<file path="config.mk">
export PLATFORM = sky130hd
export DESIGN_NAME = fzb_sram
export DESIGN_NICKNAME = d
export VERILOG_FILES = /design/src/rtl/fzb_pkg.sv /design/src/rtl/fzb_burst_addr.sv /design/src/rtl/fzb_lane_mem.sv /design/src/rtl/fzb_bypass.sv /design/src/rtl/fzb_sram.sv
export SDC_FILE = /design/constraint.sdc
export NUM_CORES = 2
export LEC_CHECK = 0
export CAP_MARGIN = 10
export CORE_MARGIN = 3
export CORE_UTILIZATION = 45
export CTS_CLUSTER_DIAMETER = 150
export DETAILED_ROUTE_END_ITERATION = 7
export PLACE_DENSITY_LB_ADDON = 0.05
export SLEW_MARGIN = 10
export SYNTH_ARGS = -nofsm -noshare
export SYNTH_HDL_FRONTEND = slang
export SYNTH_HIERARCHICAL = 1
export SYNTH_SLANG_ARGS = --single-unit
</file>
<file path="constraint.sdc">
create_clock -name clk -period 3.36 [get_ports clk]
set_clock_uncertainty 0.05 [all_clocks]
set_input_delay 0.84 -clock clk [delete_from_list [all_inputs] [get_ports clk]]
set_output_delay 0.84 -clock clk [all_outputs]
set_load 0.005 [all_outputs]
</file>
<file path="src/rtl/fzb_pkg.sv">
package fzb_pkg;

    typedef enum logic {
        ORD_LINEAR     = 1'b0,
        ORD_INTERLEAVE = 1'b1
    } burst_order_e;

    // low two address bits of burst beat k from a start offset
    function automatic logic [1:0] burst_lo(input logic [1:0] start,
                                            input logic [1:0] k,
                                            input burst_order_e ord);
        logic [1:0] r;
        if (ord == ORD_INTERLEAVE) r = start ^ k;
        else                       r = start + k;
        return r;
    endfunction

endpackage

</file>
<file path="src/rtl/fzb_burst_addr.sv">
module fzb_burst_addr
    import fzb_pkg::*;
#(
    parameter int ADDR_W = 6
) (
    input  logic [ADDR_W-1:0] base,
    input  logic [1:0]        beat,
    input  burst_order_e      ord,
    output logic [ADDR_W-1:0] beat_addr
);
    always_comb begin
        beat_addr      = base;
        beat_addr[1:0] = burst_lo(base[1:0], beat, ord);
    end
endmodule

</file>
<file path="src/rtl/fzb_lane_mem.sv">
module fzb_lane_mem #(
    parameter int ADDR_W = 6,
    parameter int LANE_W = 9,
    parameter int LANES  = 4
) (
    input  logic                     clk,
    input  logic                     we,
    input  logic [LANES-1:0]         wmask,
    input  logic [ADDR_W-1:0]        waddr,
    input  logic [LANES*LANE_W-1:0]  wword,
    input  logic [ADDR_W-1:0]        raddr,
    output logic [LANES*LANE_W-1:0]  rword
);
    localparam int DEPTH = 1 << ADDR_W;

    for (genvar g = 0; g < LANES; g++) begin : g_lane
        logic [LANE_W-1:0] cells [DEPTH];

        always_ff @(posedge clk) begin
            if (we && wmask[g]) cells[waddr] <= wword[g*LANE_W +: LANE_W];
        end

        assign rword[g*LANE_W +: LANE_W] = cells[raddr];
    end
endmodule

</file>
<file path="src/rtl/fzb_bypass.sv">
module fzb_bypass #(
    parameter int LANE_W = 9,
    parameter int LANES  = 4
) (
    input  logic                     hit,
    input  logic [LANES-1:0]         mask,
    input  logic [LANES*LANE_W-1:0]  pend_word,
    input  logic [LANES*LANE_W-1:0]  array_word,
    output logic [LANES*LANE_W-1:0]  merged
);
    for (genvar g = 0; g < LANES; g++) begin : g_mux
        assign merged[g*LANE_W +: LANE_W] = (hit && mask[g])
                                          ? pend_word[g*LANE_W +: LANE_W]
                                          : array_word[g*LANE_W +: LANE_W];
    end
endmodule

</file>
<file path="src/rtl/fzb_sram.sv">
module fzb_sram
    import fzb_pkg::*;
#(
    parameter int ADDR_W = 6,
    parameter int LANE_W = 9,
    parameter int LANES  = 4
) (
    input  logic                     clk,
    input  logic                     rst_n,
    input  logic                     clk_en,
    input  logic [ADDR_W-1:0]        addr,
    input  logic                     wr_n,
    input  logic [LANES-1:0]         lane_n,
    input  logic                     burst_adv,
    input  logic                     order_sel,
    input  logic                     sel1_n,
    input  logic                     sel2,
    input  logic                     sel3_n,
    input  logic                     out_en_n,
    input  logic [LANES*LANE_W-1:0]  wdata,
    output logic [LANES*LANE_W-1:0]  rdata,
    output logic                     drive_en
);
    localparam int DATA_W = LANES * LANE_W;

    typedef struct packed {
        logic              act_vld;
        logic              act_wr;
        logic [ADDR_W-1:0] act_addr;
        logic              bst_live;
        logic              bst_wr;
        burst_order_e      bst_ord;
        logic [ADDR_W-1:0] bst_base;
        logic [1:0]        bst_k;
        logic              pnd_vld;
        logic [ADDR_W-1:0] pnd_addr;
        logic [DATA_W-1:0] pnd_data;
        logic [LANES-1:0]  pnd_mask;
    } state_t;

    state_t st_d, st_q;

    logic              selected;
    logic [1:0]        k_next;
    logic [ADDR_W-1:0] adv_addr;
    logic [DATA_W-1:0] array_word;
    logic [DATA_W-1:0] read_word;
    logic              pnd_hit;

    assign selected = ~sel1_n & sel2 & ~sel3_n;
    assign k_next   = st_q.bst_k + 2'd1;

    fzb_burst_addr #(.ADDR_W(ADDR_W)) addr_i (
        .base      (st_q.bst_base),
        .beat      (k_next),
        .ord       (st_q.bst_ord),
        .beat_addr (adv_addr)
    );

    always_comb begin
        st_d = st_q;

        // data phase of the command captured last edge
        st_d.pnd_vld = st_q.act_vld & st_q.act_wr;
        if (st_q.act_vld && st_q.act_wr) begin
            st_d.pnd_addr = st_q.act_addr;
            st_d.pnd_data = wdata;
            st_d.pnd_mask = ~lane_n;
        end

        // command phase
        if (!selected) begin
            st_d.act_vld  = 1'b0;
            st_d.bst_live = 1'b0;
        end else if (!burst_adv) begin
            st_d.act_vld  = 1'b1;
            st_d.act_wr   = ~wr_n;
            st_d.act_addr = addr;
            st_d.bst_live = 1'b1;
            st_d.bst_wr   = ~wr_n;
            st_d.bst_ord  = burst_order_e'(order_sel);
            st_d.bst_base = addr;
            st_d.bst_k    = 2'd0;
        end else if (st_q.bst_live) begin
            st_d.act_vld  = 1'b1;
            st_d.act_wr   = st_q.bst_wr;
            st_d.act_addr = adv_addr;
            st_d.bst_k    = k_next;
        end else begin
            st_d.act_vld  = 1'b0;
        end
    end

    always_ff @(posedge clk) begin
        if (!rst_n)      st_q <= '0;
        else if (clk_en) st_q <= st_d;
    end

    fzb_lane_mem #(.ADDR_W(ADDR_W), .LANE_W(LANE_W), .LANES(LANES)) mem_i (
        .clk   (clk),
        .we    (rst_n & clk_en & st_q.pnd_vld),
        .wmask (st_q.pnd_mask),
        .waddr (st_q.pnd_addr),
        .wword (st_q.pnd_data),
        .raddr (st_q.act_addr),
        .rword (array_word)
    );

    assign pnd_hit = st_q.pnd_vld && (st_q.pnd_addr == st_q.act_addr);

    fzb_bypass #(.LANE_W(LANE_W), .LANES(LANES)) byp_i (
        .hit        (pnd_hit),
        .mask       (st_q.pnd_mask),
        .pend_word  (st_q.pnd_data),
        .array_word (array_word),
        .merged     (read_word)
    );

    assign drive_en = st_q.act_vld & ~st_q.act_wr & ~out_en_n;
    assign rdata    = drive_en ? read_word : '0;

endmodule

</file>
==> flow_summary_export.csv <==
group,metric,value,unit
grt,use_met3,7.09,%
route,first_iter_violations,5554,
grt,grt_max_degree,78,
setup_path,worstSetupEndpoint,"rdata[33]",
logic_synthesis,synth_ff_type,"edfxtp_1",
grt,grt_pass1_vias,49249,
setup_path,slowest_stage,"mux4_2",
grt,grt_use_total,27.6,%
grt,grt_use_met2,42.8,%
die,fp-row-count,165,
placement,placed_area,102000,µm²
logic_synthesis,ys_warn_count,6,
clocking,clkLatencyLatePin,0.87,ns
route,wire_per_inst,34.6,µm
clocking,cts_tree,"yes",
placement,dp_cells,7673,
setup_path,required,2.47,ns
setup_path,path_cells,"buf_12 -> buf_12 -> buf_16 -> buf_16 -> buf_12 -> buf_6 -> mux4_2 -> o22ai_2 -> buf_6 -> nor4_4 -> o22a_2 -> mux2_4 -> and2_4 -> buf_6",
logic_synthesis,post-synth-top-area-fraction,75.4,%
die,start_util,45.3,%
setup_path,end_kind,"primary output",
worst_hold_path,hp-class,"reg -> reg",
clocking,ctsRootBufferMaster,"clkbuf_16",
sta,finalHoldViolCount,0,
clocking,ctsHoldBuffers,0,
setup_path,crit_start,"st_q[58]",
placement,place_congestion,0.867,
finish,fillers,15241,
sta,drv_slew,0,
grt,use_met1,38.8,%
placement,port_buffers,92,
route,ant_nets,0,
setup_path,critPathKind,"reg -> out",
route,vias,49276,
logic_synthesis,synth-simple-area-share,3.26,%
logic_synthesis,synth_mux_area_share,15.7,%
finish,final_cell_area,115000,µm²
clocking,cts_buffers,239,
logic_synthesis,ys_ff_latch,2370,
route,drt_first_pass_iters,6,
setup_path,r2r_cells,6,
run,drv_cap,0,
logic_synthesis,synth_xor_area_share,0.0859,%
setup_path,r2r-start,"st_q[42]",
finish,multi_input_area,22400,µm²
logic_synthesis,synth-adder-area-share,0.0136,%
finish,drive_gt1_share,40.7,%
outcome,violations,"negative setup slack",
finish,area_delta_synth_final,25.1,%
sta,fin_crit,4.76,ns
power,p_leak,42.3,nW
logic_synthesis,synth_compound_area_share,2.74,%
logic_synthesis,synthTopCellsByArea,"edfxtp_1, mux4_2, dfxtp_1",
logic_synthesis,synthCells,4422,
die,die_x,458,µm
die,die_h,458,µm
clocking,clock_path_buffers,3,
finish,seqCellArea,70600,µm²
power,total_power,60.1,mW
route,wl,288,mm
die,num_io_pins,93,
placement,hpwl,186,mm
sta,worst_pin_slew,1.09,ns
sta,setup_slack,-1.40,ns
logic_synthesis,ys_types,60,
setup_path,rrSetupSlack,0.61,ns
logic_synthesis,seq_area_frac_synth,76.9,%
grt,busiest_layer,"met2",
logic_synthesis,syn_nets,4479,
setup_path,cp-start-kind,"flip-flop",
setup_path,reg2reg_to,"mem_i/g_lane[1].cells[62][7]",
finish,instances_no_fill,8336,
route,avgViaCountPerCell,5.91,
sta,rsz0062_at_grt,"true",
setup_path,slowest_delay,0.51,ns
die,core_area,203000,µm²
sta,max_freq,0.210,GHz
setup_path,worstPathArrival,3.87,ns
sta,finalSetupViolCount,36,
clocking,cts_sinks,2370,
power,peakVddDrop,0.448,mV
setup_path,crit_path_max_fanout,8,
die,die-area,209000,µm²
logic_synthesis,syn_area_per_cell,20.7,µm²
outcome,status,"finished with violations",
logic_synthesis,synth_top_family_by_area,"multiplexers",
clocking,htree_levels,4,
grt,grt_pass1_wl,399,mm
sta,hold-worst-slack,0.410,ns
power,p_per_area,523,nW/µm²
sta,relSlewSlack,26.9,%
clocking,clk_pin_slew,0.07,ns
placement,place_ws,-1.41,ns
logic_synthesis,synth_area,91700,µm²
finish,final_cell_mix,"edfxtp_1, buf_4, mux4_2",
grt,overflow,0,
logic_synthesis,synth_edf_count,2304,
logic_synthesis,yosysTopAreaCell,"edfxtp_1",
finish,nets,5494,
logic_synthesis,async_flop_share,0,%
grt,grt_antenna_before_repair,9,
finish,final_common_cell,"edfxtp_1",
route,post-route-drc-count,0,
sta,finalCritPeriodShare,142,%
[per-stage QoR]
step | util, % | setup TNS (ns)
floorplan | - | -0.00449
CTS | 56.4 | -48.33
detailed placement | 50.3 | -33.70
global placement | 50.3 | -33.30
global route | 56.7 | -47.40
finish | 56.7 | -44.27
[synth_stat cells, types with 37 or more instances]
library cell	count
edfxtp_1	2304
nor2_1	297
clkbuf_1	131
mux2i_1	98
mux2_2	61
nand2_1	225
a21oi_1	37
o22ai_1	155
and2_1	39
a21boi_1	42
buf_2	80
dfxtp_1	66
mux4_2	564
[final cells by class]
type | count | share of cell area, %
Timing Repair Buffer | 1042 | 9.27
Inverter | 1 | 0.00327
Multi-Input combinational cell | 1783 | 19.5
Clock inverter | 138 | 1.11
Clock buffer | 314 | 5.69
Antenna cell | 16 | 0.0349
Sequential cell | 2370 | 61.5
Tap cell | 2672 | 2.91
[critical path, delay by kind of cell, from the launching register on]
kind | cells | cell delay, ns
flip-flops | 1 | 0.40
AND/OR/NAND/NOR | 2 | 0.22
multiplexers | 2 | 0.86
AO/OA/AOI/OAI | 2 | 0.47
buffers and inverters | 8 | 1.02
[report_power, final]
| part | internal, mW | switching (mW) | leakage (nW) |
|---|---|---|---|
| clock | 15.2 | 11.3 | 3.82 |
| sequential | 31.9 | 0.00740 | 26.5 |
| combinational | 0.875 | 0.866 | 12.0 |
| total | 47.9 | 12.1 | 42.3 |
[flip-flops by register name (all words and copies together) (netlist names)]
name                count
mem_i/g_lane.cells   2304
st_q                   66
[cell families (layout without fill, tap and decap cells)]
logic type	Yosys count	after routing
AOI/OAI and AO/OA	365	365
xor gates and xnor gates	9	9
adders and majority gates	1	1
buffers and inverters	269	1495
DFF	2370	2370
muxes	723	723
other	0	16
and+or+nand+nor	685	685
[metal layers]
| metal | wire length [µm] | vias to the layer above |
|---|---|---|
| met4 | 9990 | 14 |
| li1 | - | 20390 |
| met3 | 25200 | 419 |
| met1 | 118000 | 26418 |
| met5 | 152 | - |
| met2 | 135000 | 2035 |
[how the worst min path moves through the flow]
stage,from,end,slack [ns],depth (start not counted)
after floorplan,st_q[56],st_q[56],0.38,2
after CTS,st_q[56],st_q[56],0.41,2
final,st_q[52],st_q[52],0.41,2
after global placement,st_q[56],st_q[56],0.39,2
after detailed placement,st_q[56],st_q[56],0.40,2
after global routing,st_q[56],st_q[56],0.44,2
[repair_timing]
action	CTS	global route
pin swaps	121	85
resized for setup	677	141
endpoints found under the setup margin	37	37
hold endpoints to repair	0	0
gates cloned	17	1
setup buffers	186	43
Note: power is estimated with default switching activity, not from simulation.
